### config.mk
export PLATFORM = sky130hd
export DESIGN_NAME = supply_reset_seq
export DESIGN_NICKNAME = d
export VERILOG_FILES = /design/src/rtl/supply_reset_pkg.sv /design/src/rtl/supply_sync.sv /design/src/rtl/hold_timer.sv /design/src/rtl/bus_gate.sv /design/src/rtl/supply_reset_seq.sv
export SDC_FILE = /design/constraint.sdc
export NUM_CORES = 1
export LEC_CHECK = 0
export CAP_MARGIN = 5
export CORE_AREA = 2 2 39 41
export DETAILED_ROUTE_END_ITERATION = 16
export DIE_AREA = 0 0 41 43
export PLACE_DENSITY_LB_ADDON = 0.3
export SLEW_MARGIN = 15
export SYNTH_ARGS = -nofsm -noshare
export SYNTH_HDL_FRONTEND = slang
export SYNTH_SLANG_ARGS = --single-unit
### constraint.sdc
create_clock -name clk_i -period 1.8 [get_ports clk_i]
set_input_delay 0.36 -clock clk_i [delete_from_list [all_inputs] [get_ports clk_i]]
set_output_delay 0.36 -clock clk_i [all_outputs]
set_load 0.005 [all_outputs]
### src/rtl/supply_reset_pkg.sv
package supply_reset_pkg;
  localparam int unsigned DEF_HOLD_TICKS = 200;
  localparam int unsigned DEF_SYNC_STAGES = 2;

  function automatic int unsigned cnt_width(input int unsigned n);
    return (n > 1) ? $clog2(n) : 1;
  endfunction
endpackage

### src/rtl/supply_sync.sv
module supply_sync #(
  parameter int unsigned STAGES = 2
) (
  input  logic clk_i,
  input  logic rst_ni,
  input  logic d_i,
  output logic q_o
);
  logic [STAGES-1:0] stg_q;

  always_ff @(posedge clk_i or negedge rst_ni) begin
    if (!rst_ni) stg_q <= '0;
    else         stg_q <= {stg_q[STAGES-2:0], d_i};
  end

  assign q_o = stg_q[STAGES-1];
endmodule

### src/rtl/hold_timer.sv
module hold_timer #(
  parameter int unsigned HOLD_TICKS = 200
) (
  input  logic clk_i,
  input  logic rst_ni,
  input  logic good_i,
  input  logic tick_i,
  output logic release_o
);
  import supply_reset_pkg::*;
  localparam int unsigned CW = cnt_width(HOLD_TICKS);
  localparam logic [CW-1:0] LAST = CW'(HOLD_TICKS - 1);

  logic [CW-1:0] cnt_q;
  logic          rel_q;

  // any bad sample restarts the hold from zero
  always_ff @(posedge clk_i or negedge rst_ni) begin
    if (!rst_ni) begin
      cnt_q <= '0;
      rel_q <= 1'b0;
    end else if (!good_i) begin
      cnt_q <= '0;
      rel_q <= 1'b0;
    end else if (!rel_q && tick_i) begin
      if (cnt_q == LAST) rel_q <= 1'b1;
      else               cnt_q <= cnt_q + 1'b1;
    end
  end

  assign release_o = rel_q;
endmodule

### src/rtl/bus_gate.sv
module bus_gate (
  input  logic clk_i,
  input  logic rst_ni,
  input  logic inhibit_i,
  input  logic cs_ni,
  output logic grant_o
);
  logic cs_q;
  logic grant_q;
  logic cs_fall;

  assign cs_fall = cs_q & ~cs_ni;

  always_ff @(posedge clk_i or negedge rst_ni) begin
    if (!rst_ni) begin
      cs_q    <= 1'b1;
      grant_q <= 1'b0;
    end else begin
      cs_q <= cs_ni;
      if (inhibit_i)    grant_q <= 1'b0;
      else if (cs_fall) grant_q <= 1'b1;
      else if (cs_ni)   grant_q <= 1'b0;
    end
  end

  assign grant_o = grant_q;
endmodule

### src/rtl/supply_reset_seq.sv
module supply_reset_seq #(
  parameter int unsigned HOLD_TICKS  = supply_reset_pkg::DEF_HOLD_TICKS,
  parameter int unsigned SYNC_STAGES = supply_reset_pkg::DEF_SYNC_STAGES
) (
  input  logic clk_i,
  input  logic rst_ni,
  input  logic tick_i,
  input  logic vcc_ok_i,
  input  logic cs_ni,
  output logic reset_no,
  output logic bus_inhibit_o,
  output logic bus_grant_o
);
  logic vcc_s;
  logic rel;
  logic inh_q;

  supply_sync #(.STAGES(SYNC_STAGES)) u_sync (
    .clk_i (clk_i),
    .rst_ni(rst_ni),
    .d_i   (vcc_ok_i),
    .q_o   (vcc_s)
  );

  hold_timer #(.HOLD_TICKS(HOLD_TICKS)) u_hold (
    .clk_i    (clk_i),
    .rst_ni   (rst_ni),
    .good_i   (vcc_s),
    .tick_i   (tick_i),
    .release_o(rel)
  );

  always_ff @(posedge clk_i or negedge rst_ni) begin
    if (!rst_ni) inh_q <= 1'b1;
    else         inh_q <= ~rel;
  end

  bus_gate u_gate (
    .clk_i    (clk_i),
    .rst_ni   (rst_ni),
    .inhibit_i(inh_q),
    .cs_ni    (cs_ni),
    .grant_o  (bus_grant_o)
  );

  assign reset_no      = rel;
  assign bus_inhibit_o = inh_q;
endmodule

==> metrics.md, run 1 <==
| Metric | Value |
|---|---|
| CTS root buf | clkbuf_4 |
| Largest stage delay on the critical path | ~0.53 ns |
| Met2 wire length | ~520 µm |
| Type of the worst setup path | flip-flop to primary output |
| Max Root-Sink Buffers | 2 |
| # rows | 14 |
| Via count | 484 |
| Wire per inst | around 13 µm |
| Mapped Nets | 64 |
| GRT overflow | 0 |
| Full die area | 0.00176 mm² |
| CP Buf/Inv Count | 1 |
| Fin area | 772 µm² |
| PD cells | between 700 and 800 mW/mm² |
| Number of DRC markers in iteration 0 | 12 |
| Arrival time of the worst setup path | 1.30 ns |
| Met1 Routed Length | 527 µm |
| Compound-Gate Fraction of Synth Area | 14.5% |
| Setup Slack @ Placement | 0.000674 ns |
| # setup viols final | 0 |
| Number of post-CTS setup repair buffers | 0 |
| Status | completed |
| HPWL after DPL | just under 800 µm |
| Most common cell after layout, fill and taps aside | dfrtp_1 |
| CTS buffer count | 3 |
| Flops & latches, synth | 14 |
| Simple-Gate Fraction of Synth Area | between 20% and 30% |
| Fmax | 602 MHz |
| Slew headroom | 67.7% |
| # clock sinks | 14 |
| Most frequent cells in the layout | dfrtp_1 (12), nand2_1 (8), clkdlybuf4s50_1 (7) |
| Layout cells sized above 1 | 15.9% |
| Post-Synthesis Cell Area | 638 µm² |
| Initial antenna violation count | 0 |
| Nets | just under 80 |
| Final hold viol count | 0 |
| GRT Total Usage | 17.1% |
| Die Span Y | 43 µm |
| Largest family of logic cells by synthesized area | simple AND/OR/NAND/NOR gates |
| First-pass GRT wire length | around 2 mm |
| Pre-antenna DRT Iters | 4 |
| Post-synth cell types | 25 |
| DRC viols | 0 |
| Cell count after synthesis | 57 |
| Startpoint Class | flip-flop |
| # hold bufs at CTS | 0 |
| Fin worst setup slack | 0.139 ns |
| Synth Area per Inst | 11.2 µm² |
| Synthesis-to-finish area growth | 21.0% |
| CP Cell Sequence | clkdlybuf4s50_1 |
| Pleak | 0.344 nW |
| Starting density of the core | 46.1% |
| Final wirelength | 1.12 mm |
| Max-slew violations | 0 |
| Worst Max-Slew Pin Slew | 0.484 ns |
| Placed Area | 736 µm² |
| Largest net degree at the start of global routing | 15 |
| Syn. warnings | 0 |
| Top Metal Used | met4 |
| ANT cells | 0 |
| TritonCTS clock tree | built |
| Vias per cell | 5.69 |
| Core Area | 0.00138 mm² |
| Max_cap viols | 0 |
| Worst hold slack | 0.357 ns |
| Critical-path top delay cell | dfstp_2 |
| Post_cts resized | 0 |
| CTS H-tree lvls | 1 |
| Hold crit path type | flip-flop to flip-flop |
| Routed Antenna Nets | 0 |
| Worst EP required | 1.44 ns |
| PortBufs | 7 |
| Met3 Routed Length | around 35 µm |
| RSZ-0062 raised after global routing | false |
| VDD IR-drop max | 0.548 mV |
| Total power | around 0.59 mW |
| Ports | 8 |
| Synth Area in XOR/XNOR | 0% |
| Setup TNS | 0 ns |
| Tmin final | 1.66 ns |
| CP top delay family | flip-flops |
| Mux contribution to synthesized area | 3.14% |
| Vias in the first global route | ~460 |
| Clk_skew | between 0.0015 and 0.002 ns |
| Die width | 41 µm |
| Fin crit share | 92.3% |
| Routability cong. | about 0.84 |
| Register area share after synthesis | a little under three fifths |
| Crit path max fanout | 2 |
| Setup crit end kind | primary output |
| Area share of fa/ha/maj cells after synthesis | 3.92% |
| Reg clk slew, reported paths | around 0.080 ns |
| Skew-Pair Late Insertion Delay | 0.28 ns |
## layer usage
| layer | vias up | track usage [%] |
|---|---|---|
| met5 | - | 0 |
| met4 | 0 | 12.0 |
| met3 | 5 | 4.71 |
| met2 | 8 | 23.8 |
| met1 | 238 | 21.8 |
| li1 | 233 | - |
## worst paths after layout
check,from,to,slack (ns),cells after the start
max,bus_inhibit_o$_DFF_PN1_,bus_inhibit_o,0.14,1
min,u_sync.stg_q[0]$_DFF_PN0_,u_sync.stg_q[1]$_DFF_PN0_,0.36,0
max reg2reg,u_hold.cnt_q[0]$_DFFE_PN0P_,u_hold.cnt_q[3]$_DFFE_PN0P_,0.30,4
min reg2reg,u_sync.stg_q[0]$_DFF_PN0_,u_sync.stg_q[1]$_DFF_PN0_,0.36,0
max in group asynchronous,rst_ni,bus_inhibit_o$_DFF_PN1_,1.19,2
min in group asynchronous,rst_ni,u_hold.cnt_q[5]$_DFFE_PN0P_,0.37,2
## Yosys cell counts (all sizes together)
cell | count | share of area, %
nand4 | 1 | 0.98
nand2 | 8 | 4.7
and3b | 1 | 1.4
nor3 | 1 | 0.78
o311ai | 1 | 1.4
nand2b | 2 | 2.0
or2b | 1 | 1.2
nor2 | 1 | 0.59
nand3b | 1 | 3.1
inv | 2 | 1.2
nand3 | 1 | 0.78
a2111o | 1 | 1.8
dfrtp | 12 | 47
a21oi | 6 | 4.7
and4b | 1 | 1.8
o21ai | 4 | 3.1
nor3b | 1 | 1.2
a31oi | 1 | 0.98
ha | 2 | 3.9
mux2i | 2 | 3.1
or4 | 1 | 1.2
or3 | 2 | 2.4
o41ai | 1 | 1.4
dfstp | 2 | 8.2
o31ai | 1 | 1.2
## stage by stage
step                util [%]  std cells
CTS                     55.8         85
finish                  55.8         85
floorplan                  -         57
detailed placement      53.2         81
global route            55.8         85
global placement        53.2         81
## final cells by class
| type | count | area (µm²) |
|---|---|---|
| Tap cell | 16 | 20.0 |
| Multi-Input combinational cell | 41 | 278 |
| Inverter | 2 | 7.51 |
| Clock buffer | 4 | 36.3 |
| Sequential cell | 14 | 353 |
| Timing Repair Buffer | 8 | 77.6 |
| Fill cell | 118 | 612 |
## sequential cells by signal (all words and copies together) (netlist names)
name,cells
bus_inhibit_o,1
u_sync.stg_q,2
u_gate.cs_q,1
u_hold.release_o,1
u_hold.cnt_q,8
u_gate.grant_o,1
## cells by family after synthesis
group / after synthesis
AO/OA/AOI/OAI: 15
adder cells (fa/ha/maj): 2
buffers and inverters: 2
flip-flops: 14
multiplexers: 2
AND/OR/NAND/NOR: 22
## report_power, final
part,switching [mW],internal (mW)
combinational,0.0172,0.0173
clock,0.101,0.123
sequential,0.00959,0.323
total,0.128,0.463
Note: power is estimated with default switching activity, not from simulation.
==> run 2, diff against run 1 <==
--- a/config.mk
+++ b/config.mk
@@ -5,12 +5,12 @@
 export SDC_FILE = /design/constraint.sdc
 export NUM_CORES = 1
 export LEC_CHECK = 0
+export ABC_AREA = 1
 export CAP_MARGIN = 5
-export CORE_AREA = 2 2 39 41
+export CORE_UTILIZATION = 53
 export DETAILED_ROUTE_END_ITERATION = 16
-export DIE_AREA = 0 0 41 43
 export PLACE_DENSITY_LB_ADDON = 0.3
-export SLEW_MARGIN = 15
+export SLEW_MARGIN = 10
 export SYNTH_ARGS = -nofsm -noshare
 export SYNTH_HDL_FRONTEND = slang
 export SYNTH_SLANG_ARGS = --single-unit
==> run 2 against run 1 <==
  * Global-route usage increased by 8.0 points
  * First-iteration DRC count increased to 2.7 times the previous value
  * Sequential cell count unchanged
  * Utilization increased by 10 points
  * Wire length increased by 41%
  * Sequential power about the same
  * Cell count increased by 38%
  * Worst hold slack improved by 0.0075 ns
  * Combinational power increased by 11%
  * Register-to-register slack improved by 0.11 ns
  * Die area decreased by 12%
  * Setup slack got worse by 0.0086 ns
  * Largest cell class unchanged
  * Highest routed layer unchanged
==> metrics.md, run 2 <==
| Metric | Value |
|---|---|
| Critical R2R Launch | u_hold.cnt_q[1]$_DFFE_PN0P_ (was u_hold.cnt_q[0]$_DFFE_PN0P_) |
| Yosys top cell by area | dfrtp_1 (unchanged) |
| GRT overflow | 0 (unchanged) |
| ANT cells | 0 (unchanged) |
| Full die area | 0.00156 mm² (was 0.00176 mm²) |
| Hold path cells | 0 (unchanged) |
| DRC viols | 0 (unchanged) |
| Largest family of logic cells by synthesized area | simple AND/OR/NAND/NOR gates (unchanged) |
| CTS H-tree lvls | 1 (unchanged) |
| Skew-Pair Late Insertion Delay | 0.29 ns (was 0.28 ns) |
| CTS root buf | clkbuf_4 (unchanged) |
| Arrival time of the worst setup path | 1.31 ns (was 1.30 ns) |
| CP Buf/Inv Count | 1 (unchanged) |
| Final hold viol count | 0 (unchanged) |
| Ports | 8 (unchanged) |
| Number of DRC markers in iteration 0 | 32 (was 12) |
| Tmin final | 1.67 ns (was 1.66 ns) |
| Vias in the first global route | 568 (was 462) |
| GRT Total Usage | 25.1% (was 17.1%) |
| Most instantiated cells after synthesis | nand2_1 (28), dfrtp_1 (12), nand3_1 (11) (was dfrtp_1 (12), nand2_1 (8), a21oi_1 (6)) |
| Die width | 39.5 µm (was 41 µm) |
| Top reg by flops | u_hold.cnt_q (unchanged) |
| Clk_skew | 0.00174 ns (was 0.00183 ns) |
| Worst EP required | 1.44 ns (about the same) |
| Largest register FFs | 8 (unchanged) |
| Core Area | 0.00130 mm² (was 0.00138 mm²) |
| Wire per inst | 13.5 µm (was 13.1 µm) |
| Area share of fa/ha/maj cells after synthesis | 3.36% (was 3.92%) |
| Largest stage delay on the critical path | 0.53 ns (about the same) |
| RSZ-0062 raised after global routing | false (unchanged) |
| Via count | 637 (was 484) |
| Vias per cell | 5.44 (was 5.69) |
| VDD IR-drop max | 0.491 mV (was 0.548 mV) |
| CP Cell Sequence | clkdlybuf4s50_1 (unchanged) |
| Reg clk slew, reported paths | 0.08 ns (about the same) |
| Hold crit path type | flip-flop to flip-flop (unchanged) |
| Pre-antenna DRT Iters | 4 (unchanged) |
| Fin crit share | 92.7% (was 92.3%) |
| Most common cell after layout, fill and taps aside | nand2_1 (was dfrtp_1) |
| Synth Area in XOR/XNOR | 2.35% (was 0%) |
| CTS buffer count | 3 (unchanged) |
| Routability cong. | 0.827 (was 0.844) |
| FF-to-FF setup slack | 0.41 ns (was 0.30 ns) |
| # hold bufs at CTS | 0 (unchanged) |
| Top cells by area, synth | dfrtp_1 (40%), nand2_1 (14%), nand3_1 (7.4%) (was dfrtp_1 (47%), dfstp_2 (8.2%), a21oi_1 (4.7%)) |
| # rows | 13 (was 14) |
| # setup viols final | 0 (unchanged) |
| Most frequent cells in the layout | nand2_1 (28), dfrtp_1 (12), nand3_1 (11) (was dfrtp_1 (12), nand2_1 (8), clkdlybuf4s50_1 (7)) |
| Crit path max fanout | 2 (unchanged) |
| Count leader, synth | nand2_1 (was dfrtp_1) |
| Pleak | 0.399 nW (was 0.344 nW) |
| Fmax | 599 MHz (was 602 MHz) |
| PD cells | 698 mW/mm² (was 766 mW/mm²) |
| Routed Antenna Nets | 0 (unchanged) |
| Post-Synthesis Cell Area | 744 µm² (was 638 µm²) |
| Critical-path top delay cell | dfstp_2 (unchanged) |
| FF-to-FF End | u_hold.cnt_q[3]$_DFFE_PN0P_ (unchanged) |
| Max-slew violations | 0 (unchanged) |
| Setup crit end kind | primary output (unchanged) |
| Post-synth cell types | 20 (was 25) |
| Final wirelength | 1.58 mm (was 1.12 mm) |
| Ys flop type | dfrtp_1 (unchanged) |
| Fin worst setup slack | 0.131 ns (was 0.139 ns) |
| Startpoint Class | flip-flop (unchanged) |
| Setup TNS | 0 ns (unchanged) |
| First-pass GRT wire length | 2.46 mm (was 1.97 mm) |
| Layout cells sized above 1 | 16.7% (was 15.9%) |
| Max_cap viols | 0 (unchanged) |
| Top Registers | u_hold.cnt_q x8, u_sync.stg_q x2 (unchanged) |
| Largest net degree at the start of global routing | 15 (unchanged) |
| Cell count after synthesis | 92 (was 57) |
| Worst Setup SP | bus_inhibit_o$_DFF_PN1_ (unchanged) |
| Initial antenna violation count | 0 (unchanged) |
| Type of the worst setup path | flip-flop to primary output (unchanged) |
| Compound-Gate Fraction of Synth Area | 5.88% (was 14.5%) |
| Fin area | 862 µm² (was 772 µm²) |
| PortBufs | 7 (unchanged) |
| TritonCTS clock tree | built (unchanged) |
| Flops & latches, synth | 14 (unchanged) |
| Simple-Gate Fraction of Synth Area | 35.5% (was 22.0%) |
| Worst Max-Slew Pin Slew | 0.388 ns (was 0.484 ns) |
| Top-area cell type share of the netlist area | 40.3% (was 47.1%) |
| Register area share after synthesis | 47.4% (was 55.3%) |
| HPWL after DPL | 1.03 mm (was 779 µm) |
| Synth Area per Inst | 8.09 µm² (was 11.2 µm²) |
| Synthesis-to-finish area growth | 15.8% (was 21.0%) |
| Post_cts resized | 0 (unchanged) |
| Number of post-CTS setup repair buffers | 0 (unchanged) |
| FILL cells | 112 (was 118) |
| # clock sinks | 14 (unchanged) |
| Post-synth EDFFs | 0 (unchanged) |
| Hold endpoint | u_sync.stg_q[1]$_DFF_PN0_ (unchanged) |
| Die Span Y | 39.5 µm (was 43 µm) |
| Starting density of the core | 57.2% (was 46.1%) |
| Nets | 110 (was 77) |
| Slew headroom | 74.1% (was 67.7%) |
| Reg2Reg Depth | 6 (was 4) |
| Mapped Nets | 99 (was 64) |
| Placed Area | 826 µm² (was 736 µm²) |
| Synth async-reset ratio | 100% (unchanged) |
| Status | completed (unchanged) |
| Setup Slack @ Placement | 0.337 ns (was 0.000674 ns) |
| Syn. warnings | 0 (unchanged) |
| CP top delay family | flip-flops (unchanged) |
| Mux contribution to synthesized area | 0% (was 3.14%) |
| HP Start | u_sync.stg_q[0]$_DFF_PN0_ (unchanged) |
| Max Root-Sink Buffers | 2 (unchanged) |
[run 2: cell count changes in the layout (fill, tap and decap cells not counted), sizes merged, moves of 5 or more]
| cell | delta |
|---|---|
| a21oi | -5 |
| inv | +5 |
| nand3 | +11 |
| nand2 | +23 |
| nor2 | +11 |
[run 2: metrics by stage]
stage          utilization, %  std cells  hold slack, ns  total power [mW]
3_5_place_dp             63.5        113           0.337             0.377
2_1_floorplan               -         92          0.0644             0.356
4_1_cts                  66.3        117           0.367             0.602
5_1_grt                  66.3        117           0.373             0.626
3_3_place_gp             63.5        113           0.340             0.375
6_report                 66.3        117           0.365             0.601
[run 2: routing by layer]
metal  track usage (%)  wire (µm)  vias up  part of all wire, %
met1              29.2        667      287                   42
met3              6.82         95        7                  6.0
met2              39.8        766       29                   49
met5                 0          0        -                    0
li1                  -          -      314                    -
met4              16.4         49        0                  3.1
[run 2: area by class of cell]
cell class                      instances  area [µm²]  share of cell area [%]
Clock buffer                            4        36.3                    4.21
Inverter                                7        26.3                    3.05
Multi-Input combinational cell         69         350                    40.6
Sequential cell                        14         353                    40.9
Tap cell                               15        18.8                    2.18
Timing Repair Buffer                    8        77.6                    9.00
[run 2: worst max path at each step]
stage / to / cells past startpoint
3_3_place_gp: u_hold.cnt_q[7]$_DFFE_PN0P_ / 6
6_report: bus_inhibit_o / 1
2_1_floorplan: u_hold.cnt_q[6]$_DFFE_PN0P_ / 6
4_1_cts: bus_inhibit_o / 1
3_5_place_dp: u_hold.cnt_q[7]$_DFFE_PN0P_ / 6
5_1_grt: bus_inhibit_o / 1
[run 2: report_power, final]
group	switching (mW)	internal [mW]
Sequential	0.0101	0.322
Combinational	0.0215	0.0167
Clock	0.107	0.123
[run 2: cells by family (layout without fill, tap and decap cells)]
kind of cell / count (synthesis) / in the layout
xor gates and xnor gates: 2 / 2
buffers and inverters: 9 / 19
AOI/OAI and AO/OA: 7 / 7
adders and majority gates: 2 / 2
and+or+nand+nor: 58 / 58
DFF: 14 / 14
==> run 3, diff against run 2 <==
--- a/config.mk
+++ b/config.mk
@@ -7,7 +7,7 @@
 export LEC_CHECK = 0
 export ABC_AREA = 1
 export CAP_MARGIN = 5
-export CORE_UTILIZATION = 53
+export CORE_UTILIZATION = 25
 export DETAILED_ROUTE_END_ITERATION = 16
 export PLACE_DENSITY_LB_ADDON = 0.3
 export SLEW_MARGIN = 10
==> run 3 against run 2 <==
  * Via count shrank 4.9%
  * Wire length fell by 12%
  * Cell count increased by 14%
  * Critical path depth unchanged
  * Combinational power hardly changed
  * Sequential share of layout area is 0.47 points lower
  * Largest cell class unchanged
  * Highest routed layer unchanged
==> metrics.md, run 3 (synthesized netlist as in run 2, its figures left out) <==
| Metric | Value |
|---|---|
| Status | completed (unchanged) |
| CP Buf/Inv Count | 1 (unchanged) |
| Nets | 110 (unchanged) |
| Clk_skew | 0.00476 ns (was 0.00174 ns) |
| Vias in the first global route | 575 (was 568) |
| Setup Slack @ Placement | 0.342 ns (was 0.337 ns) |
| ANT cells | 0 (unchanged) |
| Fin util | 31.4% (was 66.3%) |
| Die Span Y | 56.6 µm (was 39.5 µm) |
| Skew-Pair Late Insertion Delay | 0.27 ns (was 0.29 ns) |
| Fin crit share | 92.3% (was 92.7%) |
| Synthesis-to-finish area growth | 17.1% (was 15.8%) |
| RSZ-0062 raised after global routing | false (unchanged) |
| Crit path max fanout | 2 (unchanged) |
| # hold bufs at CTS | 0 (unchanged) |
| Setup TNS | 0 ns (unchanged) |
| Worst EP required | 1.44 ns (about the same) |
| Critical R2R Launch | u_hold.cnt_q[1]$_DFFE_PN0P_ (unchanged) |
| First-pass GRT wire length | 2.55 mm (was 2.46 mm) |
| CP top delay family | flip-flops (unchanged) |
| GRT overflow | 0 (unchanged) |
| Arrival time of the worst setup path | 1.30 ns (was 1.31 ns) |
| CP Cell Sequence | clkdlybuf4s50_1 (unchanged) |
| Hold crit path type | flip-flop to flip-flop (unchanged) |
| Ports | 8 (unchanged) |
| CTS root buf | clkbuf_4 (unchanged) |
| # clock sinks | 14 (unchanged) |
| CTS H-tree lvls | 1 (unchanged) |
| Final wirelength | 1.39 mm (was 1.58 mm) |
| FILL cells | 298 (was 112) |
| Slew headroom | 74.4% (was 74.1%) |
| Startpoint Class | flip-flop (unchanged) |
| Max Root-Sink Buffers | 2 (unchanged) |
| Routability cong. | 0.725 (was 0.827) |
| Layout cells sized above 1 | 15.7% (was 16.7%) |
| Starting density of the core | 26.8% (was 57.2%) |
| Fmax | 602 MHz (was 599 MHz) |
| Vias per cell | 4.56 (was 5.44) |
| DRC viols | 0 (unchanged) |
| Core Area | 0.00278 mm² (was 0.00130 mm²) |
| Post_cts resized | 0 (unchanged) |
| Setup crit end kind | primary output (unchanged) |
| Worst Max-Slew Pin Slew | 0.385 ns (was 0.388 ns) |
| Most frequent cells in the layout | nand2_1 (28), dfrtp_1 (12), nand3_1 (11) (unchanged) |
| Largest stage delay on the critical path | 0.54 ns (was 0.53 ns) |
| Pre-antenna DRT Iters | 5 (was 4) |
| Number of DRC markers in iteration 0 | 9 (was 32) |
| Die width | 56.6 µm (was 39.5 µm) |
| CTS buffer count | 3 (unchanged) |
| HPWL after DPL | 1.03 mm (about the same) |
| Worst Setup SP | bus_inhibit_o$_DFF_PN1_ (unchanged) |
| Max-slew violations | 0 (unchanged) |
| Wire per inst | 10.5 µm (was 13.5 µm) |
| TritonCTS clock tree | built (unchanged) |
| Critical-path top delay cell | dfstp_2 (unchanged) |
| Footprint of the multi-input gates | 350 µm² (unchanged) |
| HP Start | u_sync.stg_q[0]$_DFF_PN0_ (unchanged) |
| Full die area | 0.00320 mm² (was 0.00156 mm²) |
| Final hold viol count | 0 (unchanged) |
| FF+latch area | 353 µm² (unchanged) |
| Top reg by flops | u_hold.cnt_q (unchanged) |
| Reg clk slew, reported paths | 0.08 ns (about the same) |
| Largest net degree at the start of global routing | 15 (unchanged) |
| GRT Total Usage | 10.3% (was 25.1%) |
| Most common cell after layout, fill and taps aside | nand2_1 (unchanged) |
| VDD IR-drop max | 0.398 mV (was 0.491 mV) |
| Routed Antenna Nets | 0 (unchanged) |
| Fin worst setup slack | 0.138 ns (was 0.131 ns) |
| Number of post-CTS setup repair buffers | 0 (unchanged) |
| Type of the worst setup path | flip-flop to primary output (unchanged) |
| Largest register FFs | 8 (unchanged) |
| Initial antenna violation count | 0 (unchanged) |
| Tmin final | 1.66 ns (was 1.67 ns) |
| Top Registers | u_hold.cnt_q x8, u_sync.stg_q x2 (unchanged) |
| Pleak | 0.393 nW (was 0.399 nW) |
| # rows | 19 (was 13) |
| # setup viols final | 0 (unchanged) |
| PD cells | 634 mW/mm² (was 698 mW/mm²) |
| Max_cap viols | 0 (unchanged) |
| PortBufs | 7 (unchanged) |
| Via count | 606 (was 637) |
## run 3: cell type report
cell class                 count  share of cell area [%]
clock buffer                   4                    3.01
inverter                       7                    3.01
multi-input combinational     69                    40.2
sequential                    14                    40.5
tap                           31                    4.45
timing repair buffer           8                    8.90
## run 3: final timing paths
path	endpoint	slack, ns	cells after the start
min in group asynchronous	u_hold.release_o$_DFFE_PN0P_	0.38	2
min reg2reg	u_sync.stg_q[1]$_DFF_PN0_	0.36	0
min	u_sync.stg_q[1]$_DFF_PN0_	0.36	0
max	bus_inhibit_o	0.14	1
max in group asynchronous	bus_inhibit_o$_DFF_PN1_	1.18	2
max reg2reg	u_hold.cnt_q[6]$_DFFE_PN0P_	0.45	6
## run 3: per-stage QoR
step                hold WS, ns  area, µm²  instances  total power [mW]
finish                    0.357        872        133             0.553
floorplan                0.0644        744         92             0.356
global route              0.376        872        133             0.592
global placement          0.334        846        129             0.377
CTS                       0.361        872        133             0.567
detailed placement        0.340        846        129             0.377
## run 3: worst reg2reg max path, cell delays in order, from the launching register on
cell	delay, ns
dfrtp_1	0.42
ha_1	0.27
nand3_1	0.14
nor2_2	0.20
nor2_4	0.07
nand3_1	0.09
nand2_1	0.05
## run 3: power by group
| part | switching (mW) | internal (mW) | leakage, nW |
|---|---|---|---|
| Clock | 0.0971 | 0.0858 | 0.0150 |
| Combinational | 0.0218 | 0.0168 | 0.195 |
| Sequential | 0.00944 | 0.322 | 0.183 |
| Total | 0.128 | 0.425 | 0.393 |
## run 3: routing by layer
metal  global-route usage [%]  vias to the layer above  wire length, µm
met5                        0                        -                0
met4                     5.23                        0               23
met3                     1.38                        4               36
met2                     15.6                       14              615
met1                     14.1                      275              715
li1                         -                      313                -
